`src/rtl/phy_irq_pkg.sv`:
```
package phy_irq_pkg;
  localparam int NUM_SRC = 7;
  localparam int REG_W   = NUM_SRC + 1;
  localparam int ADDR_W  = 5;

  // register bit positions; decoded by software, kept fixed
  localparam int B_ENERGY = 7;
  localparam int B_ANDONE = 6;
  localparam int B_RFAULT = 5;
  localparam int B_LINK   = 4;
  localparam int B_LPACK  = 3;
  localparam int B_PDF    = 2;
  localparam int B_PAGE   = 1;

  localparam logic [REG_W-1:0] STAT_CLR = REG_W'((1 << B_RFAULT) | (1 << B_LINK));
  localparam logic [REG_W-1:0] EXP_CLR  = REG_W'((1 << B_PDF) | (1 << B_PAGE));
  localparam logic [REG_W-1:0] AN_CLR   = EXP_CLR;
  localparam logic [REG_W-1:0] FALL_CLR = ~REG_W'((1 << B_LINK) | 1);
  localparam logic [REG_W-1:0] FLAG_RST = REG_W'(1 << B_ENERGY);
  localparam logic [REG_W-1:0] SRC_RST  = REG_W'(1 << B_ENERGY);
endpackage

```
`src/rtl/phy_irq_edge.sv`:
```
module phy_irq_edge #(
  parameter int             W       = 7,
  parameter logic [W-1:0]   RST_VAL = '0
) (
  input  logic         clk_i,
  input  logic         rst_ni,
  input  logic [W-1:0] lvl_i,
  output logic [W-1:0] rise_o,
  output logic [W-1:0] fall_o
);
  logic [W-1:0] lvl_q;

  always_ff @(posedge clk_i or negedge rst_ni) begin
    if (!rst_ni) lvl_q <= RST_VAL;
    else         lvl_q <= lvl_i;
  end

  assign rise_o = lvl_i & ~lvl_q;
  assign fall_o = ~lvl_i & lvl_q;
endmodule

```
`src/rtl/phy_irq_flags.sv`:
```
module phy_irq_flags #(
  parameter int             W   = 8,
  parameter logic [W-1:0]   RST = '0
) (
  input  logic         clk_i,
  input  logic         rst_ni,
  input  logic         alt_i,
  input  logic [W-1:1] set_i,
  input  logic [W-1:1] clr_i,
  input  logic [W-1:1] w1c_i,
  input  logic [W-1:1] gone_i,
  output logic [W-1:1] flag_o
);
  for (genvar b = 1; b < W; b++) begin : g_bit
    logic q;
    logic kill;

    assign kill = alt_i ? (w1c_i[b] & gone_i[b]) : clr_i[b];

    // set dominates clear
    always_ff @(posedge clk_i or negedge rst_ni) begin
      if (!rst_ni) q <= RST[b];
      else         q <= set_i[b] | (q & ~kill);
    end

    assign flag_o[b] = q;

    p_event_sets_r12: assert property (@(posedge clk_i) disable iff (!rst_ni)
      set_i[b] |=> flag_o[b]);
    p_alt_sticky_r10: assert property (@(posedge clk_i) disable iff (!rst_ni)
      alt_i && flag_o[b] && !w1c_i[b] |=> flag_o[b]);
    p_alt_keep_r11: assert property (@(posedge clk_i) disable iff (!rst_ni)
      alt_i && flag_o[b] && w1c_i[b] && !gone_i[b] |=> flag_o[b]);
    p_alt_clear_r11: assert property (@(posedge clk_i) disable iff (!rst_ni)
      alt_i && w1c_i[b] && gone_i[b] && !set_i[b] |=> !flag_o[b]);
    p_def_clear_r6: assert property (@(posedge clk_i) disable iff (!rst_ni)
      !alt_i && clr_i[b] && !set_i[b] |=> !flag_o[b]);
  end
endmodule

```
`src/rtl/phy_irq_mask.sv`:
```
module phy_irq_mask #(
  parameter int W = 8
) (
  input  logic         clk_i,
  input  logic         rst_ni,
  input  logic         we_i,
  input  logic [W-1:1] d_i,
  output logic [W-1:1] mask_o
);
  always_ff @(posedge clk_i or negedge rst_ni) begin
    if (!rst_ni)   mask_o <= '0;
    else if (we_i) mask_o <= d_i;
  end

  p_mask_load_r4: assert property (@(posedge clk_i) disable iff (!rst_ni)
    we_i |=> mask_o == $past(d_i));
  p_mask_hold_r4: assert property (@(posedge clk_i) disable iff (!rst_ni)
    !we_i |=> $stable(mask_o));
endmodule

```
`src/rtl/phy_irq_ctrl.sv`:
```
module phy_irq_ctrl
  import phy_irq_pkg::*;
#(
  parameter logic [ADDR_W-1:0] FLAG_ADDR = 5'd29,
  parameter logic [ADDR_W-1:0] MASK_ADDR = 5'd30,
  parameter logic [ADDR_W-1:0] STAT_ADDR = 5'd1,
  parameter logic [ADDR_W-1:0] EXP_ADDR  = 5'd6
) (
  input  logic              clk_i,
  input  logic              rst_ni,
  input  logic              alt_mode_i,
  input  logic [REG_W-1:1]  src_i,
  input  logic              an_restart_i,
  input  logic              rd_i,
  input  logic [ADDR_W-1:0] rd_addr_i,
  input  logic              wr_i,
  input  logic [ADDR_W-1:0] wr_addr_i,
  input  logic [REG_W-1:1]  wr_data_i,
  output logic [REG_W-1:0]  flag_o,
  output logic [REG_W-1:0]  mask_o,
  output logic              int_no
);
  logic [REG_W-1:1] rise, fall, ev, gone, clr, w1c, flag_q, mask_q;
  logic rd_flag, rd_stat, rd_exp, wr_flag, wr_mask;

  assign rd_flag = rd_i && (rd_addr_i == FLAG_ADDR);
  assign rd_stat = rd_i && (rd_addr_i == STAT_ADDR);
  assign rd_exp  = rd_i && (rd_addr_i == EXP_ADDR);
  assign wr_flag = wr_i && (wr_addr_i == FLAG_ADDR);
  assign wr_mask = wr_i && (wr_addr_i == MASK_ADDR);

  phy_irq_edge #(
    .W       (NUM_SRC),
    .RST_VAL (SRC_RST[REG_W-1:1])
  ) u_edge (
    .clk_i  (clk_i),
    .rst_ni (rst_ni),
    .lvl_i  (src_i),
    .rise_o (rise),
    .fall_o (fall)
  );

  for (genvar b = 1; b < REG_W; b++) begin : g_src
    localparam bit ACT_LOW = (b == B_LINK);
    assign ev[b]   = ACT_LOW ? fall[b] : rise[b];
    assign gone[b] = ACT_LOW ? src_i[b] : ~src_i[b];
    assign clr[b]  = (FALL_CLR[b] & fall[b])
                   | rd_flag
                   | (STAT_CLR[b] & rd_stat)
                   | (EXP_CLR[b] & rd_exp)
                   | (AN_CLR[b] & (an_restart_i | fall[B_LINK]));
  end

  assign w1c = {NUM_SRC{wr_flag}} & wr_data_i;

  phy_irq_flags #(
    .W   (REG_W),
    .RST (FLAG_RST)
  ) u_flags (
    .clk_i  (clk_i),
    .rst_ni (rst_ni),
    .alt_i  (alt_mode_i),
    .set_i  (ev),
    .clr_i  (clr),
    .w1c_i  (w1c),
    .gone_i (gone),
    .flag_o (flag_q)
  );

  phy_irq_mask #(
    .W (REG_W)
  ) u_mask (
    .clk_i  (clk_i),
    .rst_ni (rst_ni),
    .we_i   (wr_mask),
    .d_i    (wr_data_i),
    .mask_o (mask_q)
  );

  assign flag_o = {flag_q, 1'b0};
  assign mask_o = {mask_q, 1'b0};
  assign int_no = ~|(flag_q & mask_q);

  p_link_drop_r8: assert property (@(posedge clk_i) disable iff (!rst_ni)
    !alt_mode_i && fall[B_LINK] && !ev[B_PDF] && !ev[B_PAGE]
    |=> !flag_o[B_PDF] && !flag_o[B_PAGE]);
  p_link_set_r2: assert property (@(posedge clk_i) disable iff (!rst_ni)
    fall[B_LINK] |=> flag_o[B_LINK]);
endmodule

```
`config.mk`:
```
export PLATFORM = sky130hd
export DESIGN_NAME = phy_irq_ctrl
export DESIGN_NICKNAME = d
export VERILOG_FILES = /design/src/rtl/phy_irq_pkg.sv /design/src/rtl/phy_irq_edge.sv /design/src/rtl/phy_irq_flags.sv /design/src/rtl/phy_irq_mask.sv /design/src/rtl/phy_irq_ctrl.sv
export SDC_FILE = /design/constraint.sdc
export NUM_CORES = 1
export LEC_CHECK = 0
export BUFFER_PORTS_ARGS = -buffer_cell sky130_fd_sc_hd__buf_2
export CAP_MARGIN = 20
export CORE_MARGIN = 2
export CORE_UTILIZATION = 49
export CTS_CLUSTER_SIZE = 20
export DETAILED_ROUTE_END_ITERATION = 8
export GPL_ROUTABILITY_DRIVEN = 1
export GPL_TIMING_DRIVEN = 0
export HOLD_SLACK_MARGIN = 0.03
export PLACE_DENSITY_LB_ADDON = 0.05
export SKIP_LAST_GASP = 1
export SYNTH_ARGS = -nofsm -noshare
export SYNTH_HDL_FRONTEND = slang
export SYNTH_SLANG_ARGS = --single-unit
```
`constraint.sdc`:
```
create_clock -name clk_i -period 2.38 [get_ports clk_i]
set_input_delay 0.119 -clock clk_i [delete_from_list [all_inputs] [get_ports clk_i]]
set_output_delay 0.119 -clock clk_i [all_outputs]
set_load 0.03 [all_outputs]
```
==> flow_summary.toml <==
[finish]
layout_commonest_cell = "buf_2"
most-common-layout-cells = "buf_2, dfrtp_1, buf_4"
seq_area_sq_um = 528
antenna_cells = 0
final_cells = 178
drive_gt1_frac = 0.417
syn2layout_area_growth_pct = 34.5
stdcell_area_sq_um = 1400
final_util = 0.708
nFillCells = 155
multiInputGateArea_sq_um = 425
nets = 182

[yosys]
synth_warnings = 0
netlist_instances = 95
ys_types = 32
syn-cell-area_sq_um = 1040
ys_ff_latch = 21
synth_area_leaders = "dfrtp_1, mux2_1, buf_4"
synth.top_cell.area_share = 0.456
yosysSeqAreaShare = 0.506
synth_largest_area_cell = "dfrtp_1"
synth_area_per_cell_sq_um = 11.0

[die]
row_count = 16
io_pins = 47
core-area_sq_um = 1980
dieArea_sq_um = 2510
initial_core_util = 0.527
dieWidth_um = 50.1
die_h_um = 50.1

[worst_setup_path]
reg2reg_depth = 4
r2r_start = "u_edge.lvl_q[3]"
required_ns = 2.26
critPathKind = "reg2out"
worst-path-max-fanout = 3
cp-start-kind = "flip-flop"
end_kind = "output port"
arrival_ns = 1.45
crit_start = "u_flags.g_bit[1].q"

[timing]
fmax_ghz = 0.639
fin_worst_skew_ns = 0.00879
min_period_over_period = 0.658
slew_violations = 0
rsz0062_at_grt = "no"
hold_viol = 0
setup_viol = 0
timing.final.ws_setup_ns = 0.814
setup_tns_ns = 0
layout_min_cycle_time_ns = 1.57

[grt]
grt_max_degree = 22
antenna_found_initial = 0
grtUsageTotal = 0.207
grt_overflow_total = 0
grt_pass1_vias = 906
grt_pass1_wl_um = 4000

[routing]
routedWlPerCell_um = 13.2
drt_pre_antenna_iters = 4
drt-total-wl_um = 2350
ant_nets = 0
num_vias = 958
drc = 0
via_per_inst = 5.38
drtIter0Drc = 14

[power_and_ir_drop]
p_switching_mw = 0.323
seqPwrFrac = 0.486
intPower_mw = 0.595
vdd_ir_drop_max_mv = 0.451
p_per_area_nw_per_um2 = 654
p_leak_nw = 0.686
power_frac_clock = 0.183
pwr-share-comb = 0.331
switching_share = 0.352

[hold_path]
hp-start = "wr_data_i[4]"
min_path_type = "in2reg"
min_path_cells = 2

[clock_network]
clk_pin_slew_ns = 0.12
clock-sinks = 21
cts.path.max_buffers = 2
htree_levels = 1
clock-root-buffer = "clkbuf_4"
cts_tree = "done"
cts_buffers = 3
insertion_delay_ns = 0.30

[placement]
io_buffers = 43
place_ws_ns = 0.916
placed_cells = 166
place_area_sq_um = 1300
place_congestion = 0.736
dp_hpwl_um = 1820

[flow_run]
cap_violations = 0

[status]
outcome = "complete, no violations"
-- layer usage --
metal,routed length [um],global-route usage,share of wire
met5,0,0,0
met2,1210,0.371,0.51
met3,156,0.0298,0.066
met4,15,0.0694,0.0064
met1,968,0.251,0.41
-- logic make-up (layout without fill, tap and decap cells) --
| logic type | after synthesis | in the layout | share of synthesized area |
|---|---|---|---|
| other | 1 | 2 | 0.00359 |
| muxes | 7 | 7 | 0.0755 |
| DFF | 21 | 21 | 0.506 |
| and+or+nand+nor | 26 | 26 | 0.161 |
| buffers and inverters | 15 | 70 | 0.0899 |
| AOI/OAI and AO/OA | 25 | 25 | 0.164 |
-- metrics by stage --
stage	power, mW	hold slack (ns)
after floorplan	0.643	-0.177
after global placement	0.740	0.0927
after detailed placement	0.749	0.0966
after CTS	0.927	0.0376
after global routing	0.966	0.0309
final	0.918	0.0449
-- state kept, by name (all words and copies together) (netlist names) --
signal           count
u_edge.lvl_q         7
u_flags.g_bit.q      7
u_mask.mask_o        7
-- cells in the mapped netlist --
library cell,n
a211oi_1,1
a211oi_2,1
a21oi_1,8
a222oi_1,1
a22oi_1,2
a31oi_1,4
a32o_1,1
and3_1,2
and3b_1,2
and4_1,1
buf_2,3
buf_4,9
clkbuf_1,1
conb_1,1
dfrtp_1,19
dfstp_2,2
inv_1,2
mux2_1,7
nand2_1,2
nand3_1,7
nand4b_1,2
nor2_1,2
nor2b_1,3
nor3_1,1
nor3b_1,1
nor4bb_1,1
o211ai_1,4
o21ai_1,1
o31a_1,1
o31ai_1,1
or3_1,1
or4b_4,1
-- area by class of cell --
type	count	area share
Buffer	13	0.0615
Clock buffer	3	0.0160
Clock inverter	1	0.00357
Inverter	2	0.00535
Multi-Input combinational cell	60	0.303
Sequential cell	21	0.376
Tap cell	27	0.0241
Timing Repair Buffer	51	0.210
-- final timing paths --
| kind | slack [ns] | end |
|---|---|---|
| max | 0.81 | int_no |
| min | 0.04 | u_mask.mask_o[4] |
| max reg2reg | 1.16 | u_flags.g_bit[2].q |
| min reg2reg | 0.43 | u_flags.g_bit[5].q |
| max in group asynchronous | 1.75 | u_edge.lvl_q[6] |
| min in group asynchronous | 0.29 | u_mask.mask_o[7] |
-- repair_timing --
item / in CTS / in global routing
resized for setup: 0 / 0
setup endpoints to repair: 0 / 0
endpoints found under the hold margin: 27 / 0
buffers inserted: 0 / 0
hold buffers: 8 / 0
-- worst max-delay path, cell delays in order, from the launching register on --
cell,delay [ns]
dfrtp_1,0.42
a222oi_1,0.34
and3_1,0.20
buf_2,0.19
-- power groups by stage --
stage / clock, mW / combinational [mW] / sequential [mW]
floorplan: 0 / 0.154 / 0.489
global placement: 0 / 0.291 / 0.449
detailed placement: 0 / 0.297 / 0.452
CTS: 0.174 / 0.307 / 0.445
global route: 0.188 / 0.327 / 0.452
finish: 0.168 / 0.304 / 0.446
(Power assumes the default switching activity.)
